File: config.mk
export PLATFORM = sky130hd
export DESIGN_NAME = irq_prio_recog
export DESIGN_NICKNAME = d
export VERILOG_FILES = /design/src/rtl/irq_prio_pkg.sv /design/src/rtl/irq_sync_bank.sv /design/src/rtl/irq_nmi_latch.sv /design/src/rtl/irq_prio_select.sv /design/src/rtl/irq_prio_recog.sv
export SDC_FILE = /design/constraint.sdc
export NUM_CORES = 1
export LEC_CHECK = 0
export ABC_AREA = 1
export BUFFER_PORTS_ARGS = -buffer_cell sky130_fd_sc_hd__buf_2
export CORE_MARGIN = 2
export CORE_UTILIZATION = 45
export DETAILED_ROUTE_END_ITERATION = 10
export GPL_ROUTABILITY_DRIVEN = 1
export PLACE_DENSITY_LB_ADDON = 0.25
export SYNTH_ARGS = -nofsm -noshare
export SYNTH_HDL_FRONTEND = slang
export SYNTH_SLANG_ARGS = --single-unit
File: constraint.sdc
create_clock -name clk -period 2.8 [get_ports clk]
set_input_delay 0.28 -clock clk [delete_from_list [all_inputs] [get_ports clk]]
set_output_delay 0.28 -clock clk [all_outputs]
set_load 0.05 [all_outputs]
File: src/rtl/irq_prio_pkg.sv
// Shared constants and types for the interrupt recognition unit.
// Assumes a fixed architecture of seven request levels with a 3-bit mask.
package irq_prio_pkg;
    localparam int unsigned IRQ_LEVELS = 7;
    localparam int unsigned IRQ_LVL_W  = $clog2(IRQ_LEVELS + 1);
    typedef logic [IRQ_LVL_W-1:0] irq_lvl_t;
endpackage

File: src/rtl/irq_sync_bank.sv
// Multi-stage synchronizer bank for asynchronous active-low lines.
// Each bit gets its own shift chain and resets to the inactive (high) value.
// Assumes STAGES >= 2.
module irq_sync_bank #(
    parameter int unsigned WIDTH  = 7,
    parameter int unsigned STAGES = 2
) (
    input  logic             clk,
    input  logic             rst_n,
    input  logic [WIDTH-1:0] din_n,
    output logic [WIDTH-1:0] dout_n
);
    for (genvar b = 0; b < WIDTH; b++) begin : g_bit
        logic [STAGES-1:0] chain;

        // Shift the raw line through the synchronizer chain.
        always_ff @(posedge clk) begin
            if (!rst_n) chain <= '1;
            else        chain <= {chain[STAGES-2:0], din_n[b]};
        end

        assign dout_n[b] = chain[STAGES-1];
    end
endmodule

File: src/rtl/irq_nmi_latch.sv
// Recognition logic for the non-maskable level.
// A recognition latch arms when the line falls, or when it is low while the
// latch is clear. The latch clears on a rising edge or on a status-register
// write; a set in the same cycle wins. Each arming raises a pending request,
// which stays until the core takes level 7.
// Assumes line_n is already synchronized.
module irq_nmi_latch (
    input  logic clk,
    input  logic rst_n,
    input  logic line_n,
    input  logic sr_wr,
    input  logic take_nmi,
    output logic pend
);
    logic prev_n;
    logic armed;
    logic fall;
    logic rise;
    logic arm_evt;

    assign fall    = prev_n & ~line_n;
    assign rise    = ~prev_n & line_n;
    assign arm_evt = ~armed & (fall | ~line_n);

    // Remember the previous synchronized value for edge detection.
    always_ff @(posedge clk) begin
        if (!rst_n) prev_n <= 1'b1;
        else        prev_n <= line_n;
    end

    // Recognition latch: set wins over rise or write clear.
    always_ff @(posedge clk) begin
        if (!rst_n)              armed <= 1'b0;
        else if (arm_evt)        armed <= 1'b1;
        else if (rise || sr_wr)  armed <= 1'b0;
    end

    // Pending request held until the core takes level 7.
    always_ff @(posedge clk) begin
        if (!rst_n)        pend <= 1'b0;
        else if (arm_evt)  pend <= 1'b1;
        else if (take_nmi) pend <= 1'b0;
    end

    // a falling edge always arms the latch.
    p_fall_arms_r9: assert property (@(posedge clk) disable iff (!rst_n)
        fall |=> armed);

    // a write with no set event disarms the latch.
    p_write_disarms_r10: assert property (@(posedge clk) disable iff (!rst_n)
        (sr_wr && armed && !fall) |=> !armed);

    // pending stays until taken.
    p_pend_holds_r12: assert property (@(posedge clk) disable iff (!rst_n)
        (pend && !take_nmi) |=> pend);
endmodule

File: src/rtl/irq_prio_select.sv
// Mask comparison, priority choice and presented-level hold register.
// Levels 1..N-1 are active-high level inputs gated by the mask; the top
// level comes from the non-maskable pending flag. The chosen level is
// captured when nothing is presented and held until take.
module irq_prio_select
    import irq_prio_pkg::*;
(
    input  logic                  clk,
    input  logic                  rst_n,
    input  logic [IRQ_LEVELS-2:0] lvl_act,
    input  logic                  nmi_pend,
    input  irq_lvl_t              mask,
    input  logic                  take,
    output logic                  valid,
    output irq_lvl_t              level
);
    logic [IRQ_LEVELS:1] cand;
    irq_lvl_t            best;

    // Build the eligible candidate vector from lines and mask.
    always_comb begin
        for (int i = 1; i < IRQ_LEVELS; i++) begin
            cand[i] = lvl_act[i-1] && (irq_lvl_t'(i) > mask);
        end
        cand[IRQ_LEVELS] = nmi_pend;
    end

    // Pick the highest-numbered eligible candidate.
    always_comb begin
        best = '0;
        for (int i = 1; i <= IRQ_LEVELS; i++) begin
            if (cand[i]) best = irq_lvl_t'(i);
        end
    end

    // Present a request and hold it until the core takes it.
    always_ff @(posedge clk) begin
        if (!rst_n) begin
            valid <= 1'b0;
            level <= '0;
        end else if (valid && take) begin
            valid <= 1'b0;
            level <= '0;
        end else if (!valid && (|cand)) begin
            valid <= 1'b1;
            level <= best;
        end
    end

    // a presented request is held until take.
    p_hold_r4: assert property (@(posedge clk) disable iff (!rst_n)
        (valid && !take) |=> (valid && $stable(level)));

    // take clears the presented request.
    p_take_clears_r4: assert property (@(posedge clk) disable iff (!rst_n)
        (valid && take) |=> !valid);

    // a presented level is never zero.
    p_level_nonzero_r2: assert property (@(posedge clk) disable iff (!rst_n)
        valid |-> (level != '0));
endmodule

File: src/rtl/irq_prio_recog.sv
// Prioritized interrupt recognition unit (top).
// Synchronizes the request lines, recognizes the non-maskable level,
// compares the others with the mask and presents the winning level with
// the mask value to be loaded on acceptance.
module irq_prio_recog
    import irq_prio_pkg::*;
#(
    parameter int unsigned SYNC_STAGES = 2
) (
    input  logic                  clk,
    input  logic                  rst_n,
    input  logic [IRQ_LEVELS-1:0] irq_n_i,
    input  logic [IRQ_LVL_W-1:0]  mask_i,
    input  logic                  sr_wr_i,
    input  logic                  take_i,
    output logic                  req_valid_o,
    output logic [IRQ_LVL_W-1:0]  req_level_o,
    output logic [IRQ_LVL_W-1:0]  new_mask_o
);
    localparam irq_lvl_t TOP_LVL = irq_lvl_t'(IRQ_LEVELS);

    logic [IRQ_LEVELS-1:0] sync_n;
    logic                  nmi_pend;
    logic                  take_nmi;

    irq_sync_bank #(
        .WIDTH  (IRQ_LEVELS),
        .STAGES (SYNC_STAGES)
    ) u_sync (
        .clk    (clk),
        .rst_n  (rst_n),
        .din_n  (irq_n_i),
        .dout_n (sync_n)
    );

    assign take_nmi = req_valid_o && take_i && (req_level_o == TOP_LVL);

    irq_nmi_latch u_nmi (
        .clk      (clk),
        .rst_n    (rst_n),
        .line_n   (sync_n[IRQ_LEVELS-1]),
        .sr_wr    (sr_wr_i),
        .take_nmi (take_nmi),
        .pend     (nmi_pend)
    );

    irq_prio_select u_sel (
        .clk      (clk),
        .rst_n    (rst_n),
        .lvl_act  (~sync_n[IRQ_LEVELS-2:0]),
        .nmi_pend (nmi_pend),
        .mask     (mask_i),
        .take     (take_i),
        .valid    (req_valid_o),
        .level    (req_level_o)
    );

    assign new_mask_o = req_level_o;

    // a newly presented maskable level beat the mask in force.
    p_mask_gate_r2: assert property (@(posedge clk) disable iff (!rst_n)
        ($rose(req_valid_o) && req_level_o != TOP_LVL) |-> (req_level_o > $past(mask_i)));

    // the mask to load tracks the presented level.
    p_newmask_r5: assert property (@(posedge clk) disable iff (!rst_n)
        req_valid_o |-> (new_mask_o == req_level_o));
endmodule

-- Word-level counts from Yosys, hierarchy flattened
Cells that the tools add are included.
W data, S select, Z words.
- register bits after elaboration: 21
- output and inout bits: 7
- bitwise logic cells: 9
- muxes and demuxes: 11
- reduce and logical (&&, ||, !) cells: 15
- order comparisons: 6
- equality and inequality tests: 1
- operator list (cell ; count):
    $mux W3 ; 4
    $gt A3 B3 Y1 const A ; 3
    $logic_and A1 B1 Y1 ; 9
    $reduce_or A7 Y1 ; 1
    $gt A2 B3 Y1 const A ; 2
    $not A6 Y6 ; 1
    $mux W1 ; 5
    $mux W2 ; 2
    $not A1 Y1 ; 4
    $reduce_bool A2 Y1 ; 2
    $and A1 B1 Y1 ; 3
    $eq A3 B3 Y1 const B ; 1
    $gt A1 B3 Y1 const A ; 1
    $reduce_or A2 Y1 ; 1
    $logic_not A1 Y1 ; 1
    $logic_or A1 B1 Y1 ; 1
    $or A1 B1 Y1 ; 1

-- Logic depth before layout (Yosys ltp)
Gate-level depths: netlist of the first run.
- depth after elaboration: 9
- depth in mapped cells: 9
- mapped depth without buffers: 9

-- Cells and area by module
A second synthesis of the first run with hierarchy kept.
- cells, all modules: 131
- area, all modules: 939.7 sq um
- modules (own cells, without submodules) (module ; area each (sq um) ; cells each ; times used):
    irq_sync_bank ; 449.2 ; 50 ; 1
    irq_prio_select ; 314.1 ; 52 ; 1
    irq_nmi_latch ; 118.9 ; 17 ; 1
    irq_prio_recog ; 57.6 ; 12 ; 1

-- Worst setup path after synthesis of the first run
Ideal clock, no wire load.
- path type: register to output
- start point: register u_sel.level[2]
- end point: output req_level_o[2]
- buffers on the path: 1
- stages on the path, launching flop included: 2
- slack: 1.570 ns
- data arrival time: 0.950 ns
- path through: dfxtp_1 > buf_4
- RTL lines (item ; line ; source):
    start: declaration ; irq_prio_select.sv:15 ; output irq_lvl_t level
    start signal: assignment ; irq_prio_select.sv:46 ; level <= best;
    end: declaration ; irq_prio_recog.sv:17 ; output logic [IRQ_LVL_W-1:0] req_level_o,
No word-level cell between the ends.

-- Worst setup path after layout of the first run
- start point: register u_sel.valid
- end point: output req_valid_o
- RTL lines (item ; line ; source):
    start: declaration ; irq_prio_select.sv:14 ; output logic valid,
    start signal: assignment ; irq_prio_select.sv:39 ; valid <= 1'b0;
    start signal: assignment ; irq_prio_select.sv:42 ; valid <= 1'b0;
    start signal: assignment ; irq_prio_select.sv:45 ; valid <= 1'b1;
    end: declaration ; irq_prio_recog.sv:16 ; output logic req_valid_o,
No word-level cell between the ends.

==> results.toml, run 1 <==
[status]
outcome = "finished clean"

[worst_setup_path]
critPathKind = "flop to output pin"
crit_path_start_kind = "flop"
worst-path-stages = 1
rrSetupSlack_ps = 1750
endpoint_kind = "output pin"
regToRegStartpoint = "u_sync.g_bit[0].chain[1]"
critPathArrivalTime_ps = 980
required_ps = 2520
worst_path_largest_cell_delay_ps = 400
cp-startpoint = "u_sel.valid"
path_delay_family = "flip-flops"
cp_slowest_cell = "dfxtp_1"
cp_cell_sequence = "buf_2"
ff2ff_path_depth = 8
worstPathMaxFanout = 4
critPathBufInv = 1

[worst_hold_path]
worst_hold_path_type = "primary input to flop"
min_from = "sr_wr_i"
hold_depth = 2

[layout]
fillerInstances = 163
multi_input_area_um2 = 321.6
drive_above_1_share_pct = 40.52
layout.cells.non_filler = 141
fin_util_pct = 55.09
nets = 131
seq_area_um2 = 420.4
area_growth_pct = 16.23
num_antenna_cells = 0

[power]
max-vdd-ir-drop_mv = 0.3184
powerDensity_nw_per_um2 = 620.8
leakage_nw = 0.4823

[clock_network]
clkTransAtPathRegs_ps = 110
clockBufferDepth = 2
cts_resized = 0
cts_buffers = 3
cts_tree = "built"
postCtsSetupBuffers = 0
insertion_delay_ps = 300
clock_sinks = 21
cts_hold_buf = 0
cts_root_buffer = "clkbuf_4"
htreeDepth = 1

[timing]
grt_setup_unrepaired = "false"
setup_viol = 0
drv_slew = 0
layout_min_cycle_time_ps = 1255
setup_tns_ps = 0
fin_crit_sh_pct = 44.82
max_freq_mhz = 796.8
fin_hold_ws_ps = 156.2
setup_slack_ps = 1545
relSlewSlack_pct = 78.81
hold_violations = 0
tightest_slew_ps = 317.5
worst_clock_skew_ps = 6.199

[global_routing]
antenna_found_initial = 0
overflow = 0
groute.layer.met3.usage_pct = 3.529
first_global_vias = 513
grt_pass1_wl_um = 1925
use_met2_pct = 22.22
gr-usage-all-layers_pct = 13.20
met1_usage_pct = 13.67
busiest_layer = "met2"
grt_max_degree = 17

[yosys]
synthAdderAreaFrac_pct = 0
synth_top_area_share_pct = 51.93
synth_area_per_cell_um2 = 8.433
synth_nets = 110
synthXorXnorAreaFrac_pct = 0
ys_ff_latch = 21
syn_inst = 96
synthMuxAreaShare_pct = 0
ys.warnings.count = 0
syn_area_um2 = 809.5
synth_top_family_by_area = "simple AND/OR/NAND/NOR gates"
yosys.cell_types.count = 20
yosysSeqAreaShare_pct = 51.93
synth-simple-area-share_pct = 33.54
synth_area_leaders = "dfxtp_1, or2_2, nand2_1"
synth_compound_area_share_pct = 6.182
yosysTopAreaCell = "dfxtp_1"

[floorplanning]
core_area_um2 = 1708
die_height_um = 46.42
std_cell_rows = 15
ioPinCount = 21
dieArea_um2 = 2154
start_util_pct = 47.40
die_x_um = 46.42

[placement]
io_buffers = 20
place_ws_ps = 1600
place_inst = 137
gp_congestion = 0.7908
hpwl_um = 898.2

[route]
wl_per_cell_um = 8.128
totalWireLength_um = 1146
final_antenna_net_count = 0
num_vias = 603
drc = 0
via_per_inst = 4.277
drt_iter0_drc = 4
dr.pass1.iters = 4

[flow_run]
drv_cap = 0
==> final timing paths <==
check,end
max,req_valid_o
min,u_nmi.armed
max reg2reg,u_sel.level[1]
min reg2reg,u_sync.g_bit[1].chain[1]
==> cell families after synthesis <==
group           Yosys count
flops                    21
compound gates            8
buf+inv                  15
simple gates             52
==> placed cells by master, fill, tap and decap left out, types with 3 or more instances in the layout <==
master    instances
buf_2            20
clkbuf_4          3
dfxtp_1          21
inv_1            11
nand2_1          16
nand2_2           4
nand3_1           5
nor2_1            8
o21ai_0           3
or2_2            14
==> through the flow <==
stage / instance area (um2) / total power [mW]
detailed placement: 914.6 / 0.4511
finish: 940.9 / 0.5841
floorplan: 809.5 / 0.4289
global placement: 914.6 / 0.4492
global route: 940.9 / 0.6150
CTS: 940.9 / 0.5916
==> cells in the mapped netlist <==
cell type and instances:
a211oi_1 1, a21boi_0 1, a21oi_1 1, a21oi_2 1
and2_2 1, buf_4 3, clkbuf_1 1, dfxtp_1 21
inv_1 11, nand2_1 16, nand2_2 4, nand2_4 1
nand3_1 5, nand3_2 1, nor2_1 8, nor2_2 1
o21ai_0 3, o22ai_1 1, or2_2 14, or2_4 1
==> registers in the layout, summed over array words and instances, names as in the netlist <==
register and count:
u_nmi.armed 1, u_nmi.pend 1, u_nmi.prev_n 1, u_sel.level 3
u_sel.valid 1, u_sync.g_bit.chain 14
==> layer usage <==
layer  vias to the layer above  wire length [um]
met2                        12               593
met3                         2                41
met4                         0                18
met5                         -                 0
li1                        328                 -
met1                       261               492
==> final cells by class <==
| type | count | share of cell area, % |
|---|---|---|
| sequential | 21 | 44.68 |
| multi-input combinational | 60 | 34.18 |
| timing repair buffer | 20 | 10.64 |
| inverter | 11 | 4.388 |
| tap | 25 | 3.324 |
| clock buffer | 4 | 2.793 |
==> power by group <==
part	internal (mW)	switching [mW]	total, mW	leakage [nW]
registers	0.317	0.00909	0.326	0.174
logic	0.0362	0.0803	0.117	0.294
clock network	0.0555	0.0859	0.141	0.0150
total	0.409	0.175	0.584	0.482
(Power assumes the default switching activity.)
==> run 2, diff against run 1 <==
Settings changed: ABC_AREA 1 to 0.
Clock period 2.8 ns to 1.3 ns, I/O delays scaled along.
==> run 2 against run 1 <==
Register-to-register slack got worse by 1700 ps. Global-route usage rose by 2.3 points. Via count rose by 10%. Final area rose by 9.4%. Count of clock-buffer cells in the layout fell by 1. Critical path depth rose by 3. Worst hold slack got worse by 140 ps. Cell count fell by 5.0%. Flip-flop and latch count did not move. Wire length rose by 25%. Clock power rose by 110%. Synthesized area did not move. Critical path type is now flop to flop. Critical endpoint is now u_sel.valid. Largest cell class unchanged.
==> results.toml, run 2 <==
[power]
powerDensity_nw_per_um2 = 1261
max-vdd-ir-drop_mv = 0.6890
leakage_nw = 0.4246

[status]
outcome = "finished clean"

[placement]
hpwl_um = 1078
io_buffers = 20
place_inst = 124
gp_congestion = 0.8539

[worst_hold_path]
min_from = "irq_n_i[4]"
hold_depth = 2
worst_hold_path_type = "primary input to flop"
min_to = "u_sync.g_bit[4].chain[0]"

[yosys]
syn_area_um2 = 809.5
synth_top_area_share_pct = 51.93
yosysTopAreaCell = "dfxtp_1"
synth_flop_cell = "dfxtp_1"
synth_area_per_cell_um2 = 9.753
synth_edf_count = 0
synth_nets = 97
synth_most_common_cell = "dfxtp_1"
yosysSeqAreaShare_pct = 51.93
yosys.cell_types.count = 26
ys_ff_latch = 21
ys.warnings.count = 0
synth-async-reset-ratio_pct = 0
syn_inst = 83
yosys-top-cells-count = "dfxtp_1, nand2b_1, nand2_1"
synth_area_leaders = "dfxtp_1, nand2b_1, nand2_1"

[timing]
worst_clock_skew_ps = 6.600
setup_viol = 0
relSlewSlack_pct = 75.91
grt_setup_unrepaired = "true"
drv_slew = 0
hold_violations = 0
tightest_slew_ps = 361.3
setup_tns_ps = 0
fin_crit_sh_pct = 96.76
max_freq_mhz = 795.0
layout_min_cycle_time_ps = 1258

[global_routing]
first_global_vias = 563
grt_pass1_wl_um = 2228
overflow = 0
gr-usage-all-layers_pct = 15.55
grt_max_degree = 15
antenna_found_initial = 0

[layout]
final_cell_mix = "buf_2, dfxtp_1, nand2b_1"
area_growth_pct = 27.20
largestRegisters = "u_sync.g_bit.chain (14), u_sel.level (3)"
regMostFlops = "u_sync.g_bit.chain"
drive_above_1_share_pct = 31.19
largest_reg_flops = 14
num_antenna_cells = 0
layout.cells.non_filler = 134
layout_commonest_cell = "buf_2"
nets = 124

[route]
via_per_inst = 4.970
final_antenna_net_count = 0
drt_iter0_drc = 8
drc = 0
totalWireLength_um = 1438
wl_per_cell_um = 10.73
dr.pass1.iters = 4
num_vias = 666

[floorplanning]
core_area_um2 = 1708
dieArea_um2 = 2154
start_util_pct = 47.40
die_x_um = 46.42
die_height_um = 46.42
ioPinCount = 21
std_cell_rows = 15

[worst_setup_path]
rrSetupSlack_ps = 40
critPathKind = "flop to flop"
required_ps = 1500
r2r-end = "u_sel.valid"
regToRegStartpoint = "u_sync.g_bit[4].chain[1]"
worstPathMaxFanout = 5
critPathArrivalTime_ps = 1460
crit_path_start_kind = "flop"
endpoint_kind = "flop"
ff2ff_path_depth = 4

[clock_network]
cts_tree = "built"
postCtsSetupBuffers = 0
clock_sinks = 21
cts_root_buffer = "clkbuf_4"
cts_buffers = 3
clkTransAtPathRegs_ps = 110
insertion_delay_ps = 300
clockBufferDepth = 2
htreeDepth = 1

[flow_run]
drv_cap = 0
run 2: layout make-up:
class                      count  area [um2]
clock inverter                 1       5.005
clock buffer                   3       22.52
tap                           25       31.28
multi-input combinational     56       372.9
timing repair buffer          27       167.7
fill                         153       678.2
sequential                    21       426.7
inverter                       1       3.754
run 2: kinds of logic after synthesis:
kind of cell | after synthesis | share of synthesized area, %
compound gates | 20 | 19.01
flops | 21 | 51.93
simple gates | 36 | 24.89
buf+inv | 6 | 4.173
run 2: routing by layer:
metal / vias to the layer above / share of wire (%) / global-route usage [%]
li1: 339 / - / -
met5: - / 0 / 0
met1: 303 / 42 / 15.14
met3: 4 / 4.5 / 4.706
met4: 0 / 2.0 / 12.00
met2: 20 / 51 / 26.94
run 2: repair_timing:
| item | CTS | global route |
|---|---|---|
| endpoints found under the hold margin | 6 | 0 |
| pin swaps | 0 | 2 |
| hold buffers | 6 | 0 |
| gates resized for setup | 1 | 8 |
| endpoints found under the setup margin | 1 | 3 |
run 2: worst max-delay path by stage:
stage | startpoint | endpoint | slack (ps) | depth (start not counted)
2_1_floorplan | u_sel.valid | u_sel.level[1] | 2 | 3
3_3_place_gp | u_sync.g_bit[4].chain[1] | u_sel.valid | 50 | 4
3_5_place_dp | u_sync.g_bit[4].chain[1] | u_sel.valid | 8 | 4
4_1_cts | u_sync.g_bit[1].chain[1] | u_sel.level[0] | 30 | 4
5_1_grt | u_sync.g_bit[2].chain[1] | u_sel.valid | -20 | 4
6_report | u_sync.g_bit[4].chain[1] | u_sel.valid | 40 | 4
run 2: critical path, stage by stage (launching register included):
cell,delay (ps)
dfxtp_4,400
nand2_4,70
a2111oi_4,430
nand2_2,90
and3_1,170
run 2: power breakdown:
group          switching (mW)  total, mW  internal [mW]
Clock                   0.184      0.298          0.115
Sequential             0.0370      0.720          0.683
Combinational           0.175      0.280          0.105
Total                   0.396       1.30          0.902
run 2: metrics by stage:
step / instance area (um2) / utilization, % / hold WS, ps / setup WS [ps] / total power, mW
floorplan: 809.5 / - / 203.0 / 2.359 / 0.9362
global placement: 918.4 / 53.77 / 309.5 / 49.40 / 0.9913
detailed placement: 918.4 / 53.77 / 313.0 / 7.730 / 0.9983
CTS: 1007 / 58.97 / 7.979 / 33.19 / 1.316
global route: 1030 / 60.29 / 15.35 / -18.96 / 1.377
finish: 1030 / 60.29 / 13.22 / 42.12 / 1.298
==> run 3, diff against run 2 <==
Settings changed: CORE_UTILIZATION 45 to 49.
==> run 3 against run 2 <==
Critical path depth unchanged. Wire length about the same. First-iteration DRC count is 25% higher. Largest cell class unchanged. Utilization rose by 5.8 points. Cell count shrank 7.5%. Flip-flop and latch count is the same. Combinational power hardly changed. Non-clock buffer count decreased by 1.
==> results.toml, run 3 (synthesis results as in run 2) <==
[global_routing]
gr-usage-all-layers_pct = 16.57
grt_pass1_wl_um = 2352
antenna_found_initial = 0
overflow = 0
first_global_vias = 611
grt_max_degree = 17

[floorplanning]
start_util_pct = 53.12
die_x_um = 44.65
die_height_um = 44.65
std_cell_rows = 14
dieArea_um2 = 1993
ioPinCount = 21
core_area_um2 = 1524

[timing]
worst_clock_skew_ps = 3.158
fin_hold_ws_ps = 12.13
relSlewSlack_pct = 77.82
fin_crit_sh_pct = 99.06
tightest_slew_ps = 332.8
hold_violations = 0
max_freq_mhz = 776.5
setup_viol = 0
grt_setup_unrepaired = "true"
layout_min_cycle_time_ps = 1288
drv_slew = 0

[clock_network]
cts_tree = "built"
clock_sinks = 21
cts_root_buffer = "clkbuf_4"
insertion_delay_ps = 290
htreeDepth = 1
cts_buffers = 3
clockBufferDepth = 2
clkTransAtPathRegs_ps = 110

[route]
num_vias = 653
dr.pass1.iters = 4
drt_iter0_drc = 10
wl_per_cell_um = 11.59
via_per_inst = 5.266
drc = 0
totalWireLength_um = 1437
final_antenna_net_count = 0

[worst_setup_path]
path_delay_family = "simple AND/OR/NAND/NOR gates"
critPathKind = "flop to flop"
cp_cell_sequence = "or3b_4, a21oi_2, nor4b_2, o32ai_1"
crit_path_start_kind = "flop"
required_ps = 1500
critPathBufInv = 0
critPathArrivalTime_ps = 1490
endpoint_kind = "flop"
cp_slowest_cell = "or3b_4"
worst_path_largest_cell_delay_ps = 370
worstPathMaxFanout = 2

[layout]
largest_reg_flops = 14
regMostFlops = "u_sync.g_bit.chain"
largestRegisters = "u_sync.g_bit.chain (14), u_sel.level (3)"
fillerInstances = 142
area_growth_pct = 24.42
drive_above_1_share_pct = 33.33
nets = 123
final_cell_area_um2 = 1007
num_antenna_cells = 0
layout_commonest_cell = "buf_2"
final_cell_mix = "buf_2, dfxtp_1, nand2b_1"

[power]
max-vdd-ir-drop_mv = 0.9431
powerDensity_nw_per_um2 = 1279
power_mw = 1.289
leakage_nw = 0.4229

[placement]
hpwl_um = 1003
postPlaceCellArea_um2 = 907.1
io_buffers = 20
gp_congestion = 0.9308

[flow_run]
drv_cap = 0

[status]
outcome = "finished clean"

[worst_hold_path]
worst_hold_path_type = "primary input to flop"
run 3: cell count changes in the layout (fill, tap and decap cells not counted), sizes merged:
| cell | before | now |
|---|---|---|
| dlygate4sd3 | 6 | 4 |
| buf | 21 | 22 |
run 3: final timing paths:
kind,from,to,slack (ps),cells after the start
max,u_sync.g_bit[1].chain[1],u_sel.level[0],10,4
min,irq_n_i[5],u_sync.g_bit[5].chain[0],10,2
max reg2reg,u_sync.g_bit[1].chain[1],u_sel.level[0],10,4
min reg2reg,u_sync.g_bit[3].chain[0],u_sync.g_bit[3].chain[1],420,1
run 3: report_power, final:
group	leakage [nW]	internal [mW]	switching, mW
Combinational	0.232	0.104	0.176
Clock	0.0177	0.114	0.178
Sequential	0.174	0.683	0.0338
run 3: through the flow:
step	utilization (%)	worst slack (ps)	cells	setup TNS, ps
3_5_place_dp	59.52	28.79	115	0
4_1_cts	63.96	5.483	123	0
6_report	66.09	12.21	124	0
5_1_grt	66.09	-99.75	124	-109.1
2_1_floorplan	-	2.359	83	0
3_3_place_gp	59.52	57.72	115	0
run 3: area by class of cell:
cell class / count / area, um2 / share of cell area [%]
Multi-Input combinational cell: 56 / 375.4 / 37.27
Clock buffer: 3 / 22.52 / 2.236
Timing Repair Buffer: 26 / 155.1 / 15.40
Inverter: 1 / 3.754 / 0.3727
Clock inverter: 1 / 5.005 / 0.4969
Sequential cell: 21 / 425.4 / 42.24
Tap cell: 16 / 20.02 / 1.988
run 3: routing by layer:
layer | GRT usage [%] | routed length [um] | share of wire, % | vias up
li1 | - | - | - | 335
met1 | 18.83 | 617 | 43 | 299
met2 | 27.25 | 738 | 51 | 17
met3 | 4.082 | 71 | 4.9 | 2
met4 | 10.91 | 9 | 0.63 | 0
met5 | 0 | 0 | 0 | -
run 3: repair_timing:
action	in CTS	in global routing
setup endpoints to repair	0	3
resized for setup	0	9
hold buffers	4	0
setup buffers	0	1
hold endpoints to repair	4	0
